## config.mk

```make
export PLATFORM = sky130hd
export DESIGN_NAME = refclk_rate_classifier
export DESIGN_NICKNAME = d
export VERILOG_FILES = /design/src/rtl/rate_cls_pkg.sv /design/src/rtl/rate_edge_counter.sv /design/src/rtl/rate_gate_timer.sv /design/src/rtl/rate_band_match.sv /design/src/rtl/refclk_rate_classifier.sv
export SDC_FILE = /design/constraint.sdc
export NUM_CORES = 1
export LEC_CHECK = 0
export BUFFER_PORTS_ARGS = -buffer_cell sky130_fd_sc_hd__buf_2
export CORE_ASPECT_RATIO = 0.6
export CORE_MARGIN = 4
export CORE_UTILIZATION = 45
export CTS_BUF_LIST = sky130_fd_sc_hd__clkbuf_8
export DETAILED_ROUTE_END_ITERATION = 16
export MAX_ROUTING_LAYER = met4
export REMOVE_ABC_BUFFERS = 1
export SKIP_LAST_GASP = 1
export SYNTH_ARGS = -nofsm -noshare
export SYNTH_HDL_FRONTEND = slang
export SYNTH_SLANG_ARGS = --single-unit
```

## constraint.sdc

```tcl
create_clock -name clk_m -period 7.25 [get_ports clk_m]
set_input_delay 0.3625 -clock clk_m [delete_from_list [all_inputs] [get_ports clk_m]]
set_output_delay 0.3625 -clock clk_m [all_outputs]
set_load 0.03 [all_outputs]
```

## src/rtl/rate_cls_pkg.sv

```systemverilog
package rate_cls_pkg;

    localparam int     NUM_CLASSES   = 7;
    localparam int     CODE_W        = 3;
    localparam longint SLOW_MASTER_HZ = 64'sd10_000_000;
    localparam longint MIN_NOMINAL   = 64'sd4;

    typedef enum logic [1:0] {
        ST_ARM   = 2'd0,
        ST_GATE  = 2'd1,
        ST_JUDGE = 2'd2
    } win_state_t;

    typedef logic [CODE_W-1:0] rate_code_t;

    // Rate in Hz carried by each class code; code 0 is "none".
    function automatic longint class_hz(input int idx);
        case (idx)
            1:       return 64'sd8_000;
            2:       return 64'sd64_000;
            3:       return 64'sd1_544_000;
            4:       return 64'sd2_048_000;
            5:       return 64'sd19_440_000;
            6:       return 64'sd38_880_000;
            7:       return 64'sd77_760_000;
            default: return 64'sd0;
        endcase
    endfunction

    // Expected rising edges in one window (window time is fixed by the slow-clock length).
    function automatic longint nominal_count(input int idx, input longint gate_cyc,
                                             input longint div);
        return (class_hz(idx) * gate_cyc) / (SLOW_MASTER_HZ * div);
    endfunction

    // Band half-width: one percent of nominal, never less than one count.
    function automatic longint band_margin(input longint nom);
        return ((nom / 64'sd100) > 64'sd0) ? (nom / 64'sd100) : 64'sd1;
    endfunction

endpackage

```

## src/rtl/rate_edge_counter.sv

```systemverilog
module rate_edge_counter #(
    parameter int CNT_W = 16
) (
    input  logic             clk,
    input  logic             rst_n,
    input  logic             ref_async,
    input  logic             clr,
    input  logic             en,
    output logic [CNT_W-1:0] count
);

    localparam int SYNC_STAGES = 3;   // two metastability flops plus one history flop

    logic [SYNC_STAGES-1:0] sync_q;
    logic                   rise;

    always_ff @(posedge clk or negedge rst_n) begin
        if (!rst_n) begin
            sync_q <= '0;
        end else begin
            sync_q <= {sync_q[SYNC_STAGES-2:0], ref_async};
        end
    end

    assign rise = sync_q[SYNC_STAGES-2] & ~sync_q[SYNC_STAGES-1];

    always_ff @(posedge clk or negedge rst_n) begin
        if (!rst_n) begin
            count <= '0;
        end else if (clr) begin
            count <= '0;
        end else if (en && rise && (count != '1)) begin
            count <= count + 1'b1;
        end
    end

    // outside the gate the count is frozen
    assert_count_frozen_R10: assert property (@(posedge clk) disable iff (!rst_n)
        (!clr && !en) |=> $stable(count));

    // the count never jumps by more than one edge per cycle
    assert_single_step_R10: assert property (@(posedge clk) disable iff (!rst_n)
        (!clr) |=> ((count == $past(count)) || (count == $past(count) + 1'b1)));

endmodule

```

## src/rtl/rate_gate_timer.sv

```systemverilog
module rate_gate_timer #(
    parameter int SLOW_CYC = 10000,
    parameter int FAST_CYC = 20000
) (
    input  logic clk,
    input  logic rst_n,
    input  logic load,
    input  logic run,
    input  logic fast,
    output logic last
);

    localparam int TW = (FAST_CYC > 1) ? $clog2(FAST_CYC) : 1;

    logic [TW-1:0] remain;

    always_ff @(posedge clk or negedge rst_n) begin
        if (!rst_n) begin
            remain <= '0;
        end else if (load) begin
            remain <= fast ? TW'(FAST_CYC - 1) : TW'(SLOW_CYC - 1);
        end else if (run && (remain != '0)) begin
            remain <= remain - 1'b1;
        end
    end

    assign last = run && (remain == '0);

    // the terminal cycle is never repeated back to back
    assert_last_single_R2: assert property (@(posedge clk) disable iff (!rst_n)
        last |=> !last);

    // loading and counting are never requested together
    assert_load_run_excl_R2: assert property (@(posedge clk) disable iff (!rst_n)
        !(load && run));

endmodule

```

## src/rtl/rate_band_match.sv

```systemverilog
module rate_band_match
    import rate_cls_pkg::*;
#(
    parameter int CNT_W    = 16,
    parameter int GATE_CYC = 10000,
    parameter int RATE_DIV = 1
) (
    input  logic [CNT_W-1:0] count,
    output rate_code_t       cls,
    output logic             hit
);

    logic [NUM_CLASSES:1] in_band;
    logic [63:0]          cnt_wide;

    assign cnt_wide = 64'(count);

    for (genvar k = 1; k <= NUM_CLASSES; k++) begin : g_band
        localparam longint NOM    = nominal_count(k, longint'(GATE_CYC), longint'(RATE_DIV));
        localparam longint MARGIN = band_margin(NOM);
        localparam logic [63:0] LO = 64'(NOM - MARGIN);
        localparam logic [63:0] HI = 64'(NOM + MARGIN);
        if (NOM >= MIN_NOMINAL) begin : g_on
            assign in_band[k] = (cnt_wide >= LO) && (cnt_wide <= HI);
        end else begin : g_off
            assign in_band[k] = 1'b0;
        end
    end

    // lowest matching code wins when bands overlap
    always_comb begin
        cls = '0;
        for (int k = NUM_CLASSES; k >= 1; k--) begin
            if (in_band[k]) cls = CODE_W'(k);
        end
    end

    assign hit = |in_band;

endmodule

```

## src/rtl/refclk_rate_classifier.sv

```systemverilog
module refclk_rate_classifier
    import rate_cls_pkg::*;
#(
    parameter int GATE_CYC_10M = 10000,
    parameter int RATE_DIV     = 1
) (
    input  logic       clk_m,
    input  logic       rst_n,
    input  logic       mclk_fast,
    input  logic       ref_in,
    output logic [2:0] rate_code,
    output logic       rate_valid,
    output logic       rate_changed
);

    localparam int GATE_SLOW = GATE_CYC_10M;
    localparam int GATE_FAST = 2 * GATE_CYC_10M;
    localparam int CNT_W     = $clog2(GATE_FAST + 1);

    win_state_t       state, state_nx;
    logic             win_load;
    logic             win_run;
    logic             gate_last;
    logic [CNT_W-1:0] edge_cnt;
    rate_code_t       match_cls;
    logic             match_hit;
    rate_code_t       last_good;

    assign win_load = (state == ST_ARM) || (state == ST_JUDGE);
    assign win_run  = (state == ST_GATE);

    rate_gate_timer #(
        .SLOW_CYC (GATE_SLOW),
        .FAST_CYC (GATE_FAST)
    ) u_timer (
        .clk   (clk_m),
        .rst_n (rst_n),
        .load  (win_load),
        .run   (win_run),
        .fast  (mclk_fast),
        .last  (gate_last)
    );

    rate_edge_counter #(
        .CNT_W (CNT_W)
    ) u_edges (
        .clk       (clk_m),
        .rst_n     (rst_n),
        .ref_async (ref_in),
        .clr       (win_load),
        .en        (win_run),
        .count     (edge_cnt)
    );

    rate_band_match #(
        .CNT_W    (CNT_W),
        .GATE_CYC (GATE_CYC_10M),
        .RATE_DIV (RATE_DIV)
    ) u_match (
        .count (edge_cnt),
        .cls   (match_cls),
        .hit   (match_hit)
    );

    // state register
    always_ff @(posedge clk_m or negedge rst_n) begin
        if (!rst_n) state <= ST_ARM;
        else        state <= state_nx;
    end

    always_comb begin
        state_nx = state;
        unique case (state)
            ST_ARM:   state_nx = ST_GATE;
            ST_GATE:  if (gate_last) state_nx = ST_JUDGE;
            ST_JUDGE: state_nx = ST_GATE;
            default:  state_nx = ST_ARM;
        endcase
    end

    // outputs: verdict registered in the judge cycle
    always_ff @(posedge clk_m or negedge rst_n) begin
        if (!rst_n) begin
            rate_code    <= '0;
            rate_valid   <= 1'b0;
            rate_changed <= 1'b0;
            last_good    <= '0;
        end else begin
            rate_changed <= 1'b0;
            if (state == ST_JUDGE) begin
                if (match_hit) begin
                    rate_code    <= match_cls;
                    rate_valid   <= 1'b1;
                    rate_changed <= (last_good != '0) && (last_good != match_cls);
                    last_good    <= match_cls;
                end else begin
                    rate_code    <= '0;
                    rate_valid   <= 1'b0;
                end
            end
        end
    end

    // a change pulse only follows a judge cycle
    assert_pulse_after_judge_R7: assert property (@(posedge clk_m) disable iff (!rst_n)
        rate_changed |-> $past(state == ST_JUDGE));

    // a change pulse always comes with a valid nonzero code
    assert_pulse_with_valid_R7: assert property (@(posedge clk_m) disable iff (!rst_n)
        rate_changed |-> (rate_valid && (rate_code != '0)));

    // valid flag and code agree
    assert_valid_code_R5: assert property (@(posedge clk_m) disable iff (!rst_n)
        (rate_valid == (rate_code != '0)));

    // outputs hold unless the previous cycle was a judge cycle
    assert_hold_R6: assert property (@(posedge clk_m) disable iff (!rst_n)
        !$past(state == ST_JUDGE) |-> ($stable(rate_code) && $stable(rate_valid)));

endmodule

```

==> results.cfg, run 1 <==
[clocking]
insertion_delay_ns = 0.30
cts_sinks = 43
cts-buffers-inserted = 5
cts_max_path_buffers = 2
cts.clk_slew.worst_paths_ns = 0.09
cts_root_buf = clkbuf_8
ctsResizeCount = 0
post-cts-setup-buffers = 0
h-tree-depth = 2
cts_tree = built
postCtsHoldBufs = 0

[die]
dieArea_mm2 = 0.006681
core_mm2 = 0.005130
chipHeight_um = 64.94
pin_count = 9
rows = 20
start_util_pct = 47.39
die_x_um = 102.9

[power_and_ir_drop]
ir_drop_mv = 0.1259
p_per_area_mw_per_mm2 = 234.4
p_sw_w = 0.0001929
clkPwrFrac_pct = 31.4
p_comb_share_pct = 19.1
intPower_w = 0.0004167
p_leak_nw = 1.120
p_seq_share_pct = 49.5
p_sw_share_pct = 31.65

[synthesis]
synth_enable_flop_cells = 0
async_flop_share_pct = 100.0
ys_top_cells_by_count = dfrtp_1, nand2_1, nor2_1
syn_inst = 255
synth_top_cell_by_area = dfrtp_1
syn_avg_cell_area_um2 = 9.534
synth_area_mm2 = 0.002431
synth_seq_area_share_pct = 44.26
yosys_warnings = 0
ys_ff_latch = 43
yosysMostFrequentCell = dfrtp_1
synth_area_leaders = dfrtp_1, nand2_1, nor2_1
synthDistinctLibCells = 50
yosys.area.top_type_share_pct = 44.26
synthFlopType = dfrtp_1

[timing]
period_needed_ns = 2.499
rsz0062_at_grt = false
finClkSkew_ns = 0.01045
fin_crit_sh_pct = 34.47
final-max-slew-violation-count = 0
final-hold-violation-count = 0
max_freq_ghz = 0.4002
timing.hold.ws_ns = 0.1612
setup_viol = 0
tightest_slew_ns = 0.9222
tns_ns = 0
slew_headroom_pct = 38.52

[layout]
diodes = 0
final_util_pct = 50.71
syn_to_final_growth_pct = 6.999
nets = 266
fin_area_mm2 = 0.002601
layout-drive-gt1-share_pct = 11.97

[worst_setup_path]
endpoint_kind = flip-flop
cp.arrival_ns = 2.72
path_cells = buf_4 > nor2b_1 > nand3b_1 > a41oi_2 > nand2_1 > or3_1 > a21boi_0
cpPeakStageDelay_ns = 0.56
slowest_stage = dfrtp_1
cp-start-kind = flip-flop
cp.required_ns = 7.47
cp_max_fo = 23
path_class = reg2reg

[run]
maxCapViolCount = 0

[route]
routedWlPerCell_um = 14.86
drt_iter0_drc = 100
drt-total-wl_um = 4828
num_vias = 1796
ant_nets = 0
dr.pass1.iters = 4
drc = 0
viasPerCell = 5.526

[grt]
gr-total-overflow = 0
grt_pass1_vias = 1660
grt_max_degree = 44
grt_pass1_wl_um = 8535
gr-usage-all-layers_pct = 17.14
antenna_found_initial = 0

[placed_design]
dp_hpwl_um = 3510
place_area_mm2 = 0.002489
port_buffers = 8
place.gp.congestion = 0.8334

[run_status]
outcome = finished clean

[worst_hold_path]
hold_class = in2reg
-- cells by family after synthesis --
group / synth area share (%)
and+or+nand+nor: 26.09
AOI/OAI and AO/OA: 15.54
xor gates and xnor gates: 6.485
buffers and inverters: 4.683
adders and majority gates: 2.059
DFF: 44.26
muxes: 0.8749
-- layout by cell type (no fill, tap or decap), drive strengths merged, types with 5 or more instances in the layout --
cell type and count:
nor3 8, nor2b 6, and3 5, inv 11
nand2b 6, nand3 7, xnor2 9, nor4 8
o21ai 8, nor2 21, nand2 24, dfrtp 43
a21oi 10, or3 9, clkbuf 5, xor2 9
buf 9, and2 8
-- final cells by class --
| cell class | count | area [um2] |
|---|---|---|
| clock buffers | 5 | 68.82 |
| clock inverters | 3 | 43.79 |
| fillers | 461 | 2529 |
| inverters | 11 | 41.29 |
| multi-input cells | 188 | 1241 |
| flip-flops and latches | 43 | 1076 |
| well taps | 66 | 82.58 |
| repair buffers | 9 | 47.55 |
-- registers in the layout, summed over array words and instances, names as in the netlist --
| register | cells |
|---|---|
| rate_changed | 1 |
| u_edges.sync_q | 3 |
| last_good | 3 |
| rate_code | 3 |
| u_edges.count | 15 |
| state | 2 |
| u_timer.remain | 15 |
| rate_valid | 1 |
-- routing by layer --
| metal | track usage [%] | part of all wire [%] | vias up |
|---|---|---|---|
| li1 | - | - | 900 |
| met1 | 28.13 | 58 | 856 |
| met2 | 18.77 | 34 | 33 |
| met3 | 5.161 | 6.0 | 7 |
| met4 | 5.331 | 1.4 | 0 |
| met5 | - | 0 | - |
-- through the flow --
stage          power [W]  cells  worst slack, ns
2_1_floorplan  0.0003865    242            4.959
3_3_place_gp   0.0004193    317            4.710
3_5_place_dp   0.0004198    317            4.750
4_1_cts        0.0006128    325            4.726
5_1_grt        0.0006431    325            4.394
6_report       0.0006097    325            4.751
-- worst max-delay path: cells and delay by family, from the launching register on --
family                 cells  cell delay, ns
and+or+nand+nor            4            0.96
AOI/OAI and AO/OA          2            0.59
DFF                        1            0.56
buffers and inverters      1            0.31
-- path summary, 6_finish.rpt --
check	slack [ns]	end	depth (start not counted)	start
worst max-delay path	4.75	u_edges.count[10]$_DFFE_PN0P_	7	state[0]$_DFFE_PN0P_
worst min-delay path	0.16	u_edges.sync_q[0]$_DFF_PN0_	1	ref_in
worst max register to register	4.75	u_edges.count[10]$_DFFE_PN0P_	7	state[0]$_DFFE_PN0P_
worst min register to register	0.36	u_edges.sync_q[1]$_DFF_PN0_	0	u_edges.sync_q[0]$_DFF_PN0_
max in group asynchronous	6.48	u_edges.count[2]$_DFFE_PN0P_	1	rst_n
min in group asynchronous	0.19	last_good[0]$_DFFE_PN0P_	1	rst_n
-- power groups by stage --
stage / logic, W / clock network [W] / registers [W]
after floorplan: 0.0000922 / 0 / 0.000294
after global placement: 0.000115 / 0 / 0.000305
after detailed placement: 0.000115 / 0 / 0.000305
after CTS: 0.000117 / 0.000196 / 0.000300
after global routing: 0.000133 / 0.000205 / 0.000305
final: 0.000116 / 0.000191 / 0.000302
Power figures use the tool's default switching activity.
==> inputs of run 2 (changes only) <==
- ABC_AREA: default -> 1
- clock period: 7.25 -> 2.3 ns (I/O delays scaled with it)
==> results.cfg, run 2 <==
[die]
core_mm2 = 0.006111
start_util_pct = 46.31
die_x_um = 110.4
dieArea_mm2 = 0.007664
pin_count = 9
rows = 22
chipHeight_um = 69.43

[layout]
top_regs = u_edges.count: 15 flops, u_timer.remain: 15 flops
layout-drive-gt1-share_pct = 11.37
layout.cells.most_common_list = nand2_1, nor2_1, inv_1, nand3_1, dfrtp_1
syn_to_final_growth_pct = 8.400
diodes = 0
final_common_cell = nand2_1
nets = 438
fillCellCount = 603

[route]
num_vias = 2755
drt_iter0_drc = 323
routedWlPerCell_um = 14.60
viasPerCell = 5.350
dr.pass1.iters = 5
drc = 0
ant_nets = 0
drt-total-wl_um = 7517

[synthesis]
syn_inst = 416
synthFlopType = dfrtp_1
synthDistinctLibCells = 32
async_flop_share_pct = 100.0
yosys_warnings = 0
synth_area_mm2 = 0.002830
yosysMostFrequentCell = nand2_1
syn_avg_cell_area_um2 = 6.803
ys_ff_latch = 43
synth_top_cell_by_area = dfrtp_1
yosys.area.top_type_share_pct = 38.02
synth_enable_flop_cells = 0
synth_seq_area_share_pct = 38.02
ys_top_cells_by_count = nand2_1, nor2_1, inv_1
synth_area_leaders = dfrtp_1, nand2_1, nor2_1

[clocking]
postCtsHoldBufs = 2
insertion_delay_ns = 0.29
h-tree-depth = 2
cts-buffers-inserted = 5
cts.clk_slew.worst_paths_ns = 0.09
cts_max_path_buffers = 2
cts_root_buf = clkbuf_8
cts_sinks = 43
cts_tree = built
ctsResizeCount = 0
post-cts-setup-buffers = 0

[timing]
final-max-slew-violation-count = 0
period_needed_ns = 2.099
slew_headroom_pct = 67.75
final-hold-violation-count = 0
fin_crit_sh_pct = 91.28
finClkSkew_ns = 0.006860
max_freq_ghz = 0.4763
tightest_slew_ns = 0.4794
tns_ns = 0
setup_viol = 0
setup_slack_ns = 0.2007
rsz0062_at_grt = false

[power_and_ir_drop]
p_sw_share_pct = 36.83
clkPwrFrac_pct = 25.7
p_per_area_mw_per_mm2 = 601.3
p_leak_nw = 1.546
intPower_w = 0.001165
p_sw_w = 0.0006794
p_comb_share_pct = 24.9
ir_drop_mv = 0.3316
p_seq_share_pct = 49.4

[worst_setup_path]
r2r_cells = 13
crit_end = u_edges.count[8]$_DFFE_PN0P_
crit_start = u_edges.count[1]$_DFFE_PN0P_
r2r_end = u_edges.count[8]$_DFFE_PN0P_
reg2reg_slack_ns = 0.20
cp.required_ns = 2.48
path_class = reg2reg
endpoint_kind = flip-flop
cp_max_fo = 6
r2r-start = u_edges.count[1]$_DFFE_PN0P_
cp.arrival_ns = 2.28
cp-start-kind = flip-flop

[grt]
grt_pass1_vias = 2437
grt_max_degree = 24
gr-total-overflow = 0
grt_pass1_wl_um = 12540
gr-usage-all-layers_pct = 21.53
antenna_found_initial = 0

[placed_design]
dp_hpwl_um = 5841
dp_slack_ns = 0.2769
port_buffers = 8
place.gp.congestion = 1.086

[run]
maxCapViolCount = 0

[worst_hold_path]
hold_class = in2reg

[run_status]
outcome = finished clean
==> run 2: changes by cell type after synthesis, moves of 7 or more <==
cell and change:
o21ai_0 +11, inv_1 +36, and2_1 -7, nand4_1 +8, xnor2_1 -8, inv_2 +8, or3_1 -9, nand2_1 +80
nand3_1 +37, nor2_1 +45, nand2_2 +8
==> run 2: cell type report <==
cell class                      count  area (um2)  area share, %
Multi-Input combinational cell    310        1505          49.06
Sequential cell                    43        1076          35.07
Inverter                           57       214.0          6.974
Tap cell                           84       105.1          3.426
Timing Repair Buffer               13       82.58          2.692
Clock buffer                        5       68.82          2.243
Clock inverter                      3       16.27         0.5302
==> run 2: worst min path at each step <==
stage | slack, ns | start | endpoint | depth (start not counted)
finish | 0.14 | mclk_fast | u_timer.remain[4]$_DFFE_PN0P_ | 3
detailed placement | 0.13 | rst_n | u_edges.count[5]$_DFFE_PN0P_ | 2
global route | 0.14 | mclk_fast | u_timer.remain[4]$_DFFE_PN0P_ | 3
global placement | 0.12 | rst_n | rate_changed$_DFF_PN0_ | 2
floorplan | -0.18 | rst_n | last_good[0]$_DFFE_PN0P_ | 0
CTS | 0.13 | mclk_fast | u_timer.remain[4]$_DFFE_PN0P_ | 3
==> run 2: cell families (layout without fill, tap and decap cells) <==
kind of cell	after synthesis	after routing	share of synthesized area (%)
AND/OR/NAND/NOR	254	254	40.67
flip-flops	43	43	38.02
adder cells (fa/ha/maj)	4	4	1.768
XOR/XNOR	7	7	2.166
buffers and inverters	63	78	8.798
AO/OA/AOI/OAI	45	45	8.577
==> run 2: stage by stage <==
step	util, %	hold slack, ns	area (um2)	instances	power, W
global placement	48.48	0.1201	2963	505	0.001370
finish	50.20	0.1408	3068	515	0.001845
global route	50.20	0.1408	3068	515	0.001959
detailed placement	48.48	0.1256	2963	505	0.001360
CTS	50.20	0.1254	3068	515	0.001844
floorplan	-	-0.1806	2795	410	0.001230
==> run 2: per-layer routing <==
layer | track usage [%] | part of all wire, % | vias up
met5 | - | 0 | -
met4 | 2.186 | 0.55 | 0
met3 | 6.698 | 11 | 6
met2 | 24.40 | 35 | 145
met1 | 36.60 | 54 | 1249
li1 | - | - | 1355
==> run 2: worst max-delay path, cell delays in order, from the launching register on <==
cell and delay, ns:
dfrtp_1 0.47, ha_1 0.25, inv_1 0.13, nor2_1 0.10
nand2_1 0.16, inv_1 0.06, nand3_1 0.10, nand2_2 0.10
inv_2 0.13, nand3_2 0.10, nor2_2 0.19, nand3_1 0.09
nand2_1 0.07, nor2_1 0.04
==> run 2: power groups by stage <==
| stage | Combinational [W] | Sequential [W] | Clock (W) |
|---|---|---|---|
| 2_1_floorplan | 0.000337 | 0.000893 | 0 |
| 3_3_place_gp | 0.000453 | 0.000917 | 0 |
| 3_5_place_dp | 0.000441 | 0.000920 | 0 |
| 4_1_cts | 0.000446 | 0.000905 | 0.000494 |
| 5_1_grt | 0.000517 | 0.000918 | 0.000524 |
| 6_report | 0.000459 | 0.000912 | 0.000474 |
==> inputs of run 3 (changes only) <==
- ABC_AREA: 1 -> 0
- CORE_MARGIN: 4 -> 2
==> results.cfg, run 3 (synthesis gave the netlist of run 1 again) <==
[route]
drc = 0
drt-total-wl_um = 5210
num_vias = 1924
viasPerCell = 5.420
wl_met3_um = 324
ant_nets = 0
top_layer = met4
dr.pass1.iters = 4
drt-met1-wl_um = 2959
routedWlPerCell_um = 14.68
met2_length_um = 1889
drt_iter0_drc = 137

[power_and_ir_drop]
ir_drop_mv = 0.2806
p_comb_share_pct = 28.2
p_seq_share_pct = 43.3
p_sw_w = 0.0006370
p_leak_nw = 1.274
p_sw_share_pct = 30.79
p_per_area_mw_per_mm2 = 724.5
clkPwrFrac_pct = 28.6
intPower_w = 0.001432

[die]
core_mm2 = 0.005130
chipHeight_um = 60.94
pin_count = 9
dieArea_mm2 = 0.006026
start_util_pct = 47.39
rows = 20
die_x_um = 98.89

[layout]
nets = 296
final_util_pct = 55.66
final_common_cell = dfrtp_1
top_regs = u_edges.count: 15 flops, u_timer.remain: 15 flops
diodes = 0
fillCellCount = 467
final_cells = 355
layout-drive-gt1-share_pct = 23.53
syn_to_final_growth_pct = 17.45
fin_area_mm2 = 0.002855
layout.cells.most_common_list = dfrtp_1, buf_4, nand2_1, nor2_1, inv_1

[timing]
final-max-slew-violation-count = 0
setup_slack_ns = -0.03129
timing.hold.ws_ns = -0.03706
finClkSkew_ns = 0.009437
tightest_slew_ns = 0.9554
final-hold-violation-count = 43
fin_crit_sh_pct = 101.4
max_freq_ghz = 0.4289
rsz0062_at_grt = true
setup_viol = 1
period_needed_ns = 2.331
slew_headroom_pct = 36.31

[grt]
grt_max_degree = 44
antenna_found_initial = 0
grt_pass1_vias = 1736
grt_pass1_wl_um = 8763
gr-total-overflow = 0
gr-usage-all-layers_pct = 19.50

[worst_setup_path]
path_cells = buf_6 > or4_1 > o211ai_1 > a21oi_2 > or3b_4 > or2_1 > a211oi_2 > nor3_1
r2r-start = u_edges.count[1]$_DFFE_PN0P_
cp_top_family = simple AND/OR/NAND/NOR gates
cp.arrival_ns = 2.52
r2r_cells = 8
endpoint_kind = flip-flop
cp.required_ns = 2.49
slowest_stage = or4_1
crit_start = u_edges.count[1]$_DFFE_PN0P_
r2r_end = rate_changed$_DFF_PN0_
critPathBufInv = 1
cp-start-kind = flip-flop
cp_max_fo = 4
path_class = reg2reg
reg2reg_slack_ns = -0.03
cpPeakStageDelay_ns = 0.49

[clocking]
cts_sinks = 43
cts_max_path_buffers = 2
insertion_delay_ns = 0.30
cts-buffers-inserted = 5
cts_root_buf = clkbuf_8
cts.clk_slew.worst_paths_ns = 0.09
cts_tree = built
h-tree-depth = 2

[placed_design]
place_area_mm2 = 0.002684
dp_hpwl_um = 3839
dp_cells = 343
place.gp.congestion = 0.8461
port_buffers = 8

[run_status]
outcome = finished with violations
failed_checks = hold timing, setup timing

[worst_hold_path]
hold_class = in2async

[run]
maxCapViolCount = 0
run 3: cell count changes in the layout (fill, tap and decap cells not counted), sizes merged, moves of 9 or more:
cell / delta
nand2: -89
inv: -45
nand3: -40
o21ai: -16
or3: +9
nor2: -52
buf: +27
run 3: power by group through the flow:
stage | Sequential [W] | Combinational, W | Clock, W
global placement | 0.000903 | 0.000532 | 0
floorplan | 0.000928 | 0.000290 | 0
global route | 0.000908 | 0.000647 | 0.000651
CTS | 0.000893 | 0.000551 | 0.000616
detailed placement | 0.000906 | 0.000537 | 0
finish | 0.000896 | 0.000582 | 0.000591
run 3: through the flow:
stage / TNS [ns] / setup WS, ns / total power [W]
after detailed placement: 0 / 0.01104 / 0.001443
after global routing: -0.5279 / -0.1475 / 0.002206
after floorplan: 0 / 0.008648 / 0.001218
final: -0.03129 / -0.03129 / 0.002069
after CTS: 0 / 0.009124 / 0.002061
after global placement: 0 / 0.03527 / 0.001435
run 3: what timing repair did:
action	CTS	global route
setup buffers	2	1
endpoints found under the hold margin	1	0
pin swaps	3	4
gates resized for setup	0	11
setup endpoints to repair	1	13
hold buffers	1	0
run 3: worst max-delay path by stage:
stage / to / slack [ns] / cells past startpoint
floorplan: rate_changed$_DFF_PN0_ / 0.009 / 9
global placement: rate_changed$_DFF_PN0_ / 0.04 / 9
detailed placement: rate_changed$_DFF_PN0_ / 0.01 / 9
CTS: rate_changed$_DFF_PN0_ / 0.009 / 9
global route: rate_changed$_DFF_PN0_ / -0.15 / 8
finish: rate_changed$_DFF_PN0_ / -0.03 / 8
run 3: layout make-up:
type / instances / area, um2 / area share, %
clock inverters: 3 / 43.79 / 1.534
clock buffers: 5 / 68.82 / 2.410
multi-input cells: 188 / 1264 / 44.26
well taps: 66 / 82.58 / 2.892
inverters: 11 / 41.29 / 1.446
repair buffers: 39 / 279.0 / 9.772
flip-flops and latches: 43 / 1076 / 37.69
run 3: routing by layer:
layer / up-vias / GRT usage, %
met5: - / -
met4: 0 / 4.892
met3: 4 / 4.954
met2: 53 / 24.42
met1: 907 / 30.21
li1: 960 / -
